$ cat src/rtl/adc3w_pkg.sv
package adc3w_pkg;

    localparam int CMD_BITS  = 4;
    localparam int RES_BITS  = 10;
    localparam int BYTE_W    = 8;
    localparam int HALVES    = 2 * (CMD_BITS + RES_BITS) - 1;
    localparam int LAST_HALF = HALVES - 1;
    localparam int RES_HALF0 = 2 * CMD_BITS;
    localparam int HALF_W    = $clog2(HALVES);
    localparam int PAD_W     = 2 * BYTE_W - RES_BITS;

    typedef enum logic [0:0] {
        SEQ_IDLE = 1'b0,
        SEQ_RUN  = 1'b1
    } seq_mode_e;

    typedef struct packed {
        seq_mode_e             mode;
        logic [HALF_W-1:0]     half;
        logic [CMD_BITS-1:0]   cmd;
        logic                  cs_n;
        logic                  sclk;
        logic                  sd;
        logic                  oe;
        logic                  busy;
        logic                  done;
    } seq_state_t;

    typedef struct packed {
        logic [RES_BITS-1:0]   sh;
        logic [BYTE_W-1:0]     hi;
        logic [BYTE_W-1:0]     lo;
    } pack_state_t;

endpackage

$ cat src/rtl/adc3w_halfdiv.sv
module adc3w_halfdiv #(
    parameter int DIV_HALF = 4
) (
    input  logic clk,
    input  logic rst_n,
    input  logic run,
    output logic tick
);

    localparam int CNT_W = (DIV_HALF > 1) ? $clog2(DIV_HALF) : 1;
    localparam logic [CNT_W-1:0] CNT_LAST = CNT_W'(DIV_HALF - 1);

    logic [CNT_W-1:0] cnt_d, cnt_q;

    always_comb begin
        tick = (cnt_q == CNT_LAST);
        if (!run || tick) begin
            cnt_d = '0;
        end else begin
            cnt_d = cnt_q + 1'b1;
        end
    end

    always_ff @(posedge clk or negedge rst_n) begin
        if (!rst_n) begin
            cnt_q <= '0;
        end else begin
            cnt_q <= cnt_d;
        end
    end

    // half-period counter never passes its last value
    p_cnt_range_r3: assert property (@(posedge clk) disable iff (!rst_n)
        cnt_q <= CNT_LAST);

    // counter restarts from zero whenever the sequencer is idle
    p_cnt_clear_r3: assert property (@(posedge clk) disable iff (!rst_n)
        !run |=> (cnt_q == '0));

endmodule

$ cat src/rtl/adc3w_seq.sv
module adc3w_seq
    import adc3w_pkg::*;
(
    input  logic clk,
    input  logic rst_n,
    input  logic start,
    input  logic sgl,
    input  logic odd,
    input  logic tick,
    output logic cs_n,
    output logic sclk,
    output logic sd,
    output logic oe,
    output logic busy,
    output logic done,
    output logic shift_en,
    output logic capture
);

    localparam logic [HALF_W-1:0] H_LAST    = HALF_W'(LAST_HALF);
    localparam logic [HALF_W-1:0] H_RES0    = HALF_W'(RES_HALF0);
    localparam logic [HALF_W-1:0] H_TURN    = HALF_W'(RES_HALF0 - 1);

    localparam seq_state_t IDLE_STATE = '{
        mode: SEQ_IDLE, half: '0, cmd: '0, cs_n: 1'b1, sclk: 1'b0,
        sd: 1'b0, oe: 1'b0, busy: 1'b0, done: 1'b0
    };

    seq_state_t s_d, s_q;

    always_comb begin
        s_d      = s_q;
        s_d.done = 1'b0;
        shift_en = 1'b0;
        capture  = 1'b0;
        case (s_q.mode)
            SEQ_IDLE: begin
                if (start) begin
                    s_d.mode = SEQ_RUN;
                    s_d.half = '0;
                    s_d.cmd  = {1'b1, sgl, odd, 1'b0};
                    s_d.cs_n = 1'b0;
                    s_d.sclk = 1'b0;
                    s_d.sd   = 1'b1;
                    s_d.oe   = 1'b1;
                    s_d.busy = 1'b1;
                end
            end
            SEQ_RUN: begin
                // release the wire one cycle after the last command rise
                if (s_q.oe && s_q.sclk && (s_q.half == H_TURN)) begin
                    s_d.oe = 1'b0;
                end
                if (tick) begin
                    if (!s_q.half[0] && (s_q.half >= H_RES0)) begin
                        shift_en = 1'b1;
                    end
                    if (s_q.half == H_LAST) begin
                        capture  = 1'b1;
                        s_d      = IDLE_STATE;
                        s_d.done = 1'b1;
                    end else begin
                        s_d.half = s_q.half + 1'b1;
                        s_d.sclk = ~s_q.sclk;
                        if (s_q.half[0] && (s_q.half < H_TURN)) begin
                            s_d.cmd = s_q.cmd << 1;
                            s_d.sd  = s_q.cmd[CMD_BITS-2];
                        end
                    end
                end
            end
            default: s_d = IDLE_STATE;
        endcase
    end

    always_ff @(posedge clk or negedge rst_n) begin
        if (!rst_n) begin
            s_q <= IDLE_STATE;
        end else begin
            s_q <= s_d;
        end
    end

    assign cs_n = s_q.cs_n;
    assign sclk = s_q.sclk;
    assign sd   = s_q.sd;
    assign oe   = s_q.oe;
    assign busy = s_q.busy;
    assign done = s_q.done;

    // idle pins
    p_idle_pins_r1: assert property (@(posedge clk) disable iff (!rst_n)
        !s_q.busy |-> (s_q.cs_n && !s_q.sclk && !s_q.oe));

    // done is a single-cycle pulse
    p_done_pulse_r2: assert property (@(posedge clk) disable iff (!rst_n)
        s_q.done |=> !s_q.done);

    // busy ends only together with done
    p_busy_end_r2: assert property (@(posedge clk) disable iff (!rst_n)
        $fell(s_q.busy) |-> s_q.done);

    // command bit does not move while the clock is high
    p_cmd_hold_r4: assert property (@(posedge clk) disable iff (!rst_n)
        (s_q.oe && s_q.sclk) |-> $stable(s_q.sd));

    // wire released for the whole result phase
    p_released_r5: assert property (@(posedge clk) disable iff (!rst_n)
        (s_q.busy && (s_q.half >= H_RES0)) |-> !s_q.oe);

    // chip select low for the whole frame, rises with done
    p_frame_r8: assert property (@(posedge clk) disable iff (!rst_n)
        s_q.busy |-> !s_q.cs_n);
    p_cs_rise_r8: assert property (@(posedge clk) disable iff (!rst_n)
        $rose(s_q.cs_n) |-> (s_q.done && !s_q.sclk));

endmodule

$ cat src/rtl/adc3w_packer.sv
module adc3w_packer
    import adc3w_pkg::*;
(
    input  logic              clk,
    input  logic              rst_n,
    input  logic              shift_en,
    input  logic              capture,
    input  logic              sdi,
    output logic [BYTE_W-1:0] hi,
    output logic [BYTE_W-1:0] lo
);

    pack_state_t p_d, p_q;
    logic [RES_BITS-1:0] word;

    always_comb begin
        p_d  = p_q;
        word = p_q.sh;
        if (shift_en) begin
            word = {p_q.sh[RES_BITS-2:0], sdi};
        end
        p_d.sh = word;
        if (capture) begin
            p_d.hi = word[RES_BITS-1 -: BYTE_W];
            p_d.lo = {word[RES_BITS-BYTE_W-1:0], {PAD_W{1'b0}}};
        end
    end

    always_ff @(posedge clk or negedge rst_n) begin
        if (!rst_n) begin
            p_q <= '0;
        end else begin
            p_q <= p_d;
        end
    end

    assign hi = p_q.hi;
    assign lo = p_q.lo;

    // result bytes hold between captures
    p_hold_r7: assert property (@(posedge clk) disable iff (!rst_n)
        !capture |=> ($stable(p_q.hi) && $stable(p_q.lo)));

    // padding bits of the low byte stay zero
    p_pad_r7: assert property (@(posedge clk) disable iff (!rst_n)
        p_q.lo[PAD_W-1:0] == '0);

endmodule

$ cat src/rtl/adc3w_master.sv
module adc3w_master
    import adc3w_pkg::*;
#(
    parameter int DIV_HALF = 4
) (
    input  logic              clk,
    input  logic              rst_n,
    input  logic              start_i,
    input  logic              sgl_i,
    input  logic              odd_i,
    output logic              busy_o,
    output logic              done_o,
    output logic [BYTE_W-1:0] hi_o,
    output logic [BYTE_W-1:0] lo_o,
    output logic              cs_n_o,
    output logic              sclk_o,
    output logic              sdata_o,
    output logic              sdata_oe_o,
    input  logic              sdata_i
);

    if (DIV_HALF < 2) begin : g_div_check
        $error("DIV_HALF must be at least 2");
    end

    logic tick;
    logic shift_en;
    logic capture;

    adc3w_halfdiv #(.DIV_HALF(DIV_HALF)) u_div (
        .clk   (clk),
        .rst_n (rst_n),
        .run   (busy_o),
        .tick  (tick)
    );

    adc3w_seq u_seq (
        .clk      (clk),
        .rst_n    (rst_n),
        .start    (start_i),
        .sgl      (sgl_i),
        .odd      (odd_i),
        .tick     (tick),
        .cs_n     (cs_n_o),
        .sclk     (sclk_o),
        .sd       (sdata_o),
        .oe       (sdata_oe_o),
        .busy     (busy_o),
        .done     (done_o),
        .shift_en (shift_en),
        .capture  (capture)
    );

    adc3w_packer u_pack (
        .clk      (clk),
        .rst_n    (rst_n),
        .shift_en (shift_en),
        .capture  (capture),
        .sdi      (sdata_i),
        .hi       (hi_o),
        .lo       (lo_o)
    );

endmodule

$ cat config.mk
export PLATFORM = sky130hd
export DESIGN_NAME = adc3w_master
export DESIGN_NICKNAME = d
export VERILOG_FILES = /design/src/rtl/adc3w_pkg.sv /design/src/rtl/adc3w_halfdiv.sv /design/src/rtl/adc3w_seq.sv /design/src/rtl/adc3w_packer.sv /design/src/rtl/adc3w_master.sv
export SDC_FILE = /design/constraint.sdc
export NUM_CORES = 1
export LEC_CHECK = 0
export BUFFER_PORTS_ARGS = -buffer_cell sky130_fd_sc_hd__buf_2
export CAP_MARGIN = 20
export CORE_MARGIN = 2
export CORE_UTILIZATION = 56
export DETAILED_ROUTE_END_ITERATION = 16
export HOLD_SLACK_MARGIN = 0.12
export PLACE_DENSITY_LB_ADDON = 0.2
export SLEW_MARGIN = 20
export SYNTH_ARGS = -nofsm -noshare
export SYNTH_HDL_FRONTEND = slang
export SYNTH_SLANG_ARGS = --single-unit
$ cat constraint.sdc
create_clock -name clk -period 2.42 [get_ports clk]
set_input_delay 0.242 -clock clk [delete_from_list [all_inputs] [get_ports clk]]
set_output_delay 0.242 -clock clk [all_outputs]
set_load 0.02 [all_outputs]
==> results_dict.tcl <==
set metrics [dict create \
    fp-row-count 20 \
    postRouteAntennaNets 0 \
    post_cts_buffers 0 \
    synth_top_area_share_pct 47.4 \
    rsz0062_at_grt "false" \
    start_util_pct 59.5 \
    tightest_slew_ns 0.801 \
    gp_congestion 0.844 \
    drt_iter0_markers 92 \
    wirelength_mm 3.56 \
    worstHoldStart "start_i" \
    post-route-period-util_pct 82.9 \
    clk_latency_ns 0.34 \
    power_density_nw_per_um2 618 \
    synth_area_per_cell_um2 10.6 \
    cellLeakagePower_nw 0.950 \
    finalSetupViolations 0 \
    nNetsFinal 193 \
    n_antenna_cell 0 \
    clockBufferDepth 2 \
    grt_pass1_vias 1283 \
    core_um2 3100 \
    yosysTopAreaCell "dfrtp_1" \
    globalRouteOverflowTotal 0 \
    syn_to_final_growth_pct 4.13 \
    max_stage_delay_ns 0.62 \
    r2r-end "u_pack.hi[3]" \
    sequentialPowerShare_pct 56.8 \
    tritoncts "done" \
    yosys-top-cells-count "dfrtp_1, buf_4, o21ai_0" \
    grt_pass1_wl_mm 6.16 \
    synth_cells 174 \
    viasPerCell 5.85 \
    io_buffers 21 \
    synth_edf_count 0 \
    cts_buffers 5 \
    ioPinCount 28 \
    crit_slowest_cell "nor2_2" \
    crit_fanout 13 \
    synthTopCellsByArea "dfrtp_1, buf_4, a21bo_2, a2bb2oi_1, a211oi_1" \
    holdPathEnd "u_seq.cs_n" \
    routedWlPerCell_um 15.7 \
    async_reset_ff_share_pct 100 \
    p_int_uw 818 \
    clock-root-buffer "clkbuf_4" \
    dieArea_um2 3770 \
    fp.dieW_um 61.4 \
    setup_slack_ns 0.414 \
    htreeDepth 2 \
    sw_frac_of_total_pct 31.1 \
    power.share.clock_pct 25.0 \
    die_height_um 61.4 \
    hold_violations 0 \
    rrSetupSlack_ns 0.41 \
    place_ws_ns 0.477 \
    ys.flop_type "dfrtp_1" \
    post-dp-hpwl_mm 2.41 \
    drv_cap 0 \
    crit_required_ns 2.67 \
    synth_seq_cells 36 \
    holdPathStages 2 \
    path_cells "ha_1, nand2_1, nor2_2, a2bb2oi_1" \
    cts.clk_slew.worst_paths_ns 0.11 \
    grt_antenna_before_repair 0 \
    first_pass_iters 4 \
    r2r-start "u_div.cnt_q[0]" \
    route.detailed.drc 0 \
    yosysUniqueCellTypes 42 \
    grt_usage_pct 22.7 \
    fmax_mhz 498 \
    vdd_drop_max_mv 0.370 \
    ff2ff_path_depth 4 \
    synthesis.area_um2 1850 \
    final_util_pct 62.0 \
    seq_area_frac_synth_pct 48.8 \
    max_slew_margin_pct 46.4 \
    worst_setup_path_start_kind "register" \
    fin_worst_skew_ns 0.00563 \
    worst_ep_arrival_time_ns 2.26 \
    fin_tns_setup_ns 0 \
    critical_path_class "register to register" \
    num_vias 1328 \
    status "complete, no violations" \
    hold_class "input port to register" \
    yosys_warnings 0 \
    drive_above_1_share_pct 26.2 \
    crit_path_end_kind "register" \
    power_frac_comb_pct 18.2 \
    maxSlewViolCount 0 \
    grt_max_degree 37 \
    synth.most_common_cell "dfrtp_1" \
    finalCriticalPeriod_ns 2.01 \
    p_sw_uw 370 \
    cts_sinks 36 \
]
==> final cells by class <==
class | count | area [um^2]
fill | 292 | 1180
sequential | 36 | 902
multi-input combinational | 109 | 763
timing repair buffer | 24 | 130
tap | 44 | 55.1
clock buffer | 6 | 41.3
inverter | 7 | 26.3
clock inverter | 1 | 5.00
==> flip-flops by register name, summed over array words and instances, names as in the netlist <==
| name | flops |
|---|---|
| u_pack.p_q | 10 |
| u_pack.hi | 8 |
| u_seq.s_q | 8 |
| u_div.cnt_q | 2 |
| u_pack.lo | 2 |
| u_seq.busy | 1 |
| u_seq.cs_n | 1 |
| u_seq.done | 1 |
| u_seq.oe | 1 |
| u_seq.sclk | 1 |
| u_seq.sd | 1 |
==> kinds of logic after synthesis <==
kind of cell,share of synthesized area [%]
AOI/OAI and AO/OA,24.9
buffers and inverters,10.8
and+or+nand+nor,10.8
adders and majority gates,2.71
DFF,48.8
muxes,1.15
xor gates and xnor gates,0.474
other,0.203
==> timing repair <==
action                                 in CTS  in global routing
endpoints found under the hold margin      35                  0
hold buffers                                1                  0
resized for setup                           0                  0
==> per-stage QoR <==
step	total power [mW]	hold WS (ns)	cell area, um^2	cells
floorplan	0.849	-0.0536	1870	179
global route	1.25	0.133	1920	227
finish	1.19	0.140	1920	227
CTS	1.19	0.125	1920	227
global placement	0.895	0.356	1870	219
detailed placement	0.901	0.368	1870	219
==> cell usage in the layout, fill, tap and decap left out, types with 2 or more instances in the layout <==
master and instances:
o211ai_1 2, buf_4 2, conb_1 6, a211oi_1 11
nand4_1 2, ha_1 4, nand3_1 3, buf_2 21
inv_1 7, dfrtp_1 35, nor2_2 2, o21ai_0 16
a21oi_1 3, nand2_1 7, a21bo_2 10, a31oi_1 2
nor3_1 3, nor2_1 7, a2bb2oi_1 10, clkbuf_4 5
==> power by group through the flow <==
| stage | sequential, mW | combinational, mW | clock (mW) |
|---|---|---|---|
| 6_report | 0.675 | 0.216 | 0.297 |
| 5_1_grt | 0.681 | 0.242 | 0.329 |
| 4_1_cts | 0.676 | 0.215 | 0.303 |
| 3_5_place_dp | 0.687 | 0.213 | 0 |
| 3_3_place_gp | 0.686 | 0.208 | 0 |
| 2_1_floorplan | 0.679 | 0.171 | 0 |
==> worst max path at each step <==
stage,startpoint,to,slack (ns),depth (start not counted)
floorplan,u_seq.s_q[10],u_seq.s_q[8],0.37,7
global placement,u_div.cnt_q[0],u_pack.lo[7],0.60,4
detailed placement,u_div.cnt_q[0],u_pack.hi[3],0.48,4
CTS,u_div.cnt_q[0],u_pack.hi[3],0.44,4
global route,u_div.cnt_q[0],u_pack.lo[6],0.27,4
finish,u_div.cnt_q[0],u_pack.hi[3],0.41,4
==> critical path: cells and delay by family, from the launching register on <==
kind	cells	cell delay (ns)
simple gates	2	0.97
fa+ha+maj	1	0.35
flops	1	0.37
compound gates	1	0.23
==> metal layers <==
layer	track usage [%]	wire [um]	up-vias
met3	5.67	190	4
met5	0	0	-
met4	6.99	29	0
met2	35.0	1690	38
li1	-	-	627
met1	32.0	1650	659
(Power assumes the default switching activity.)
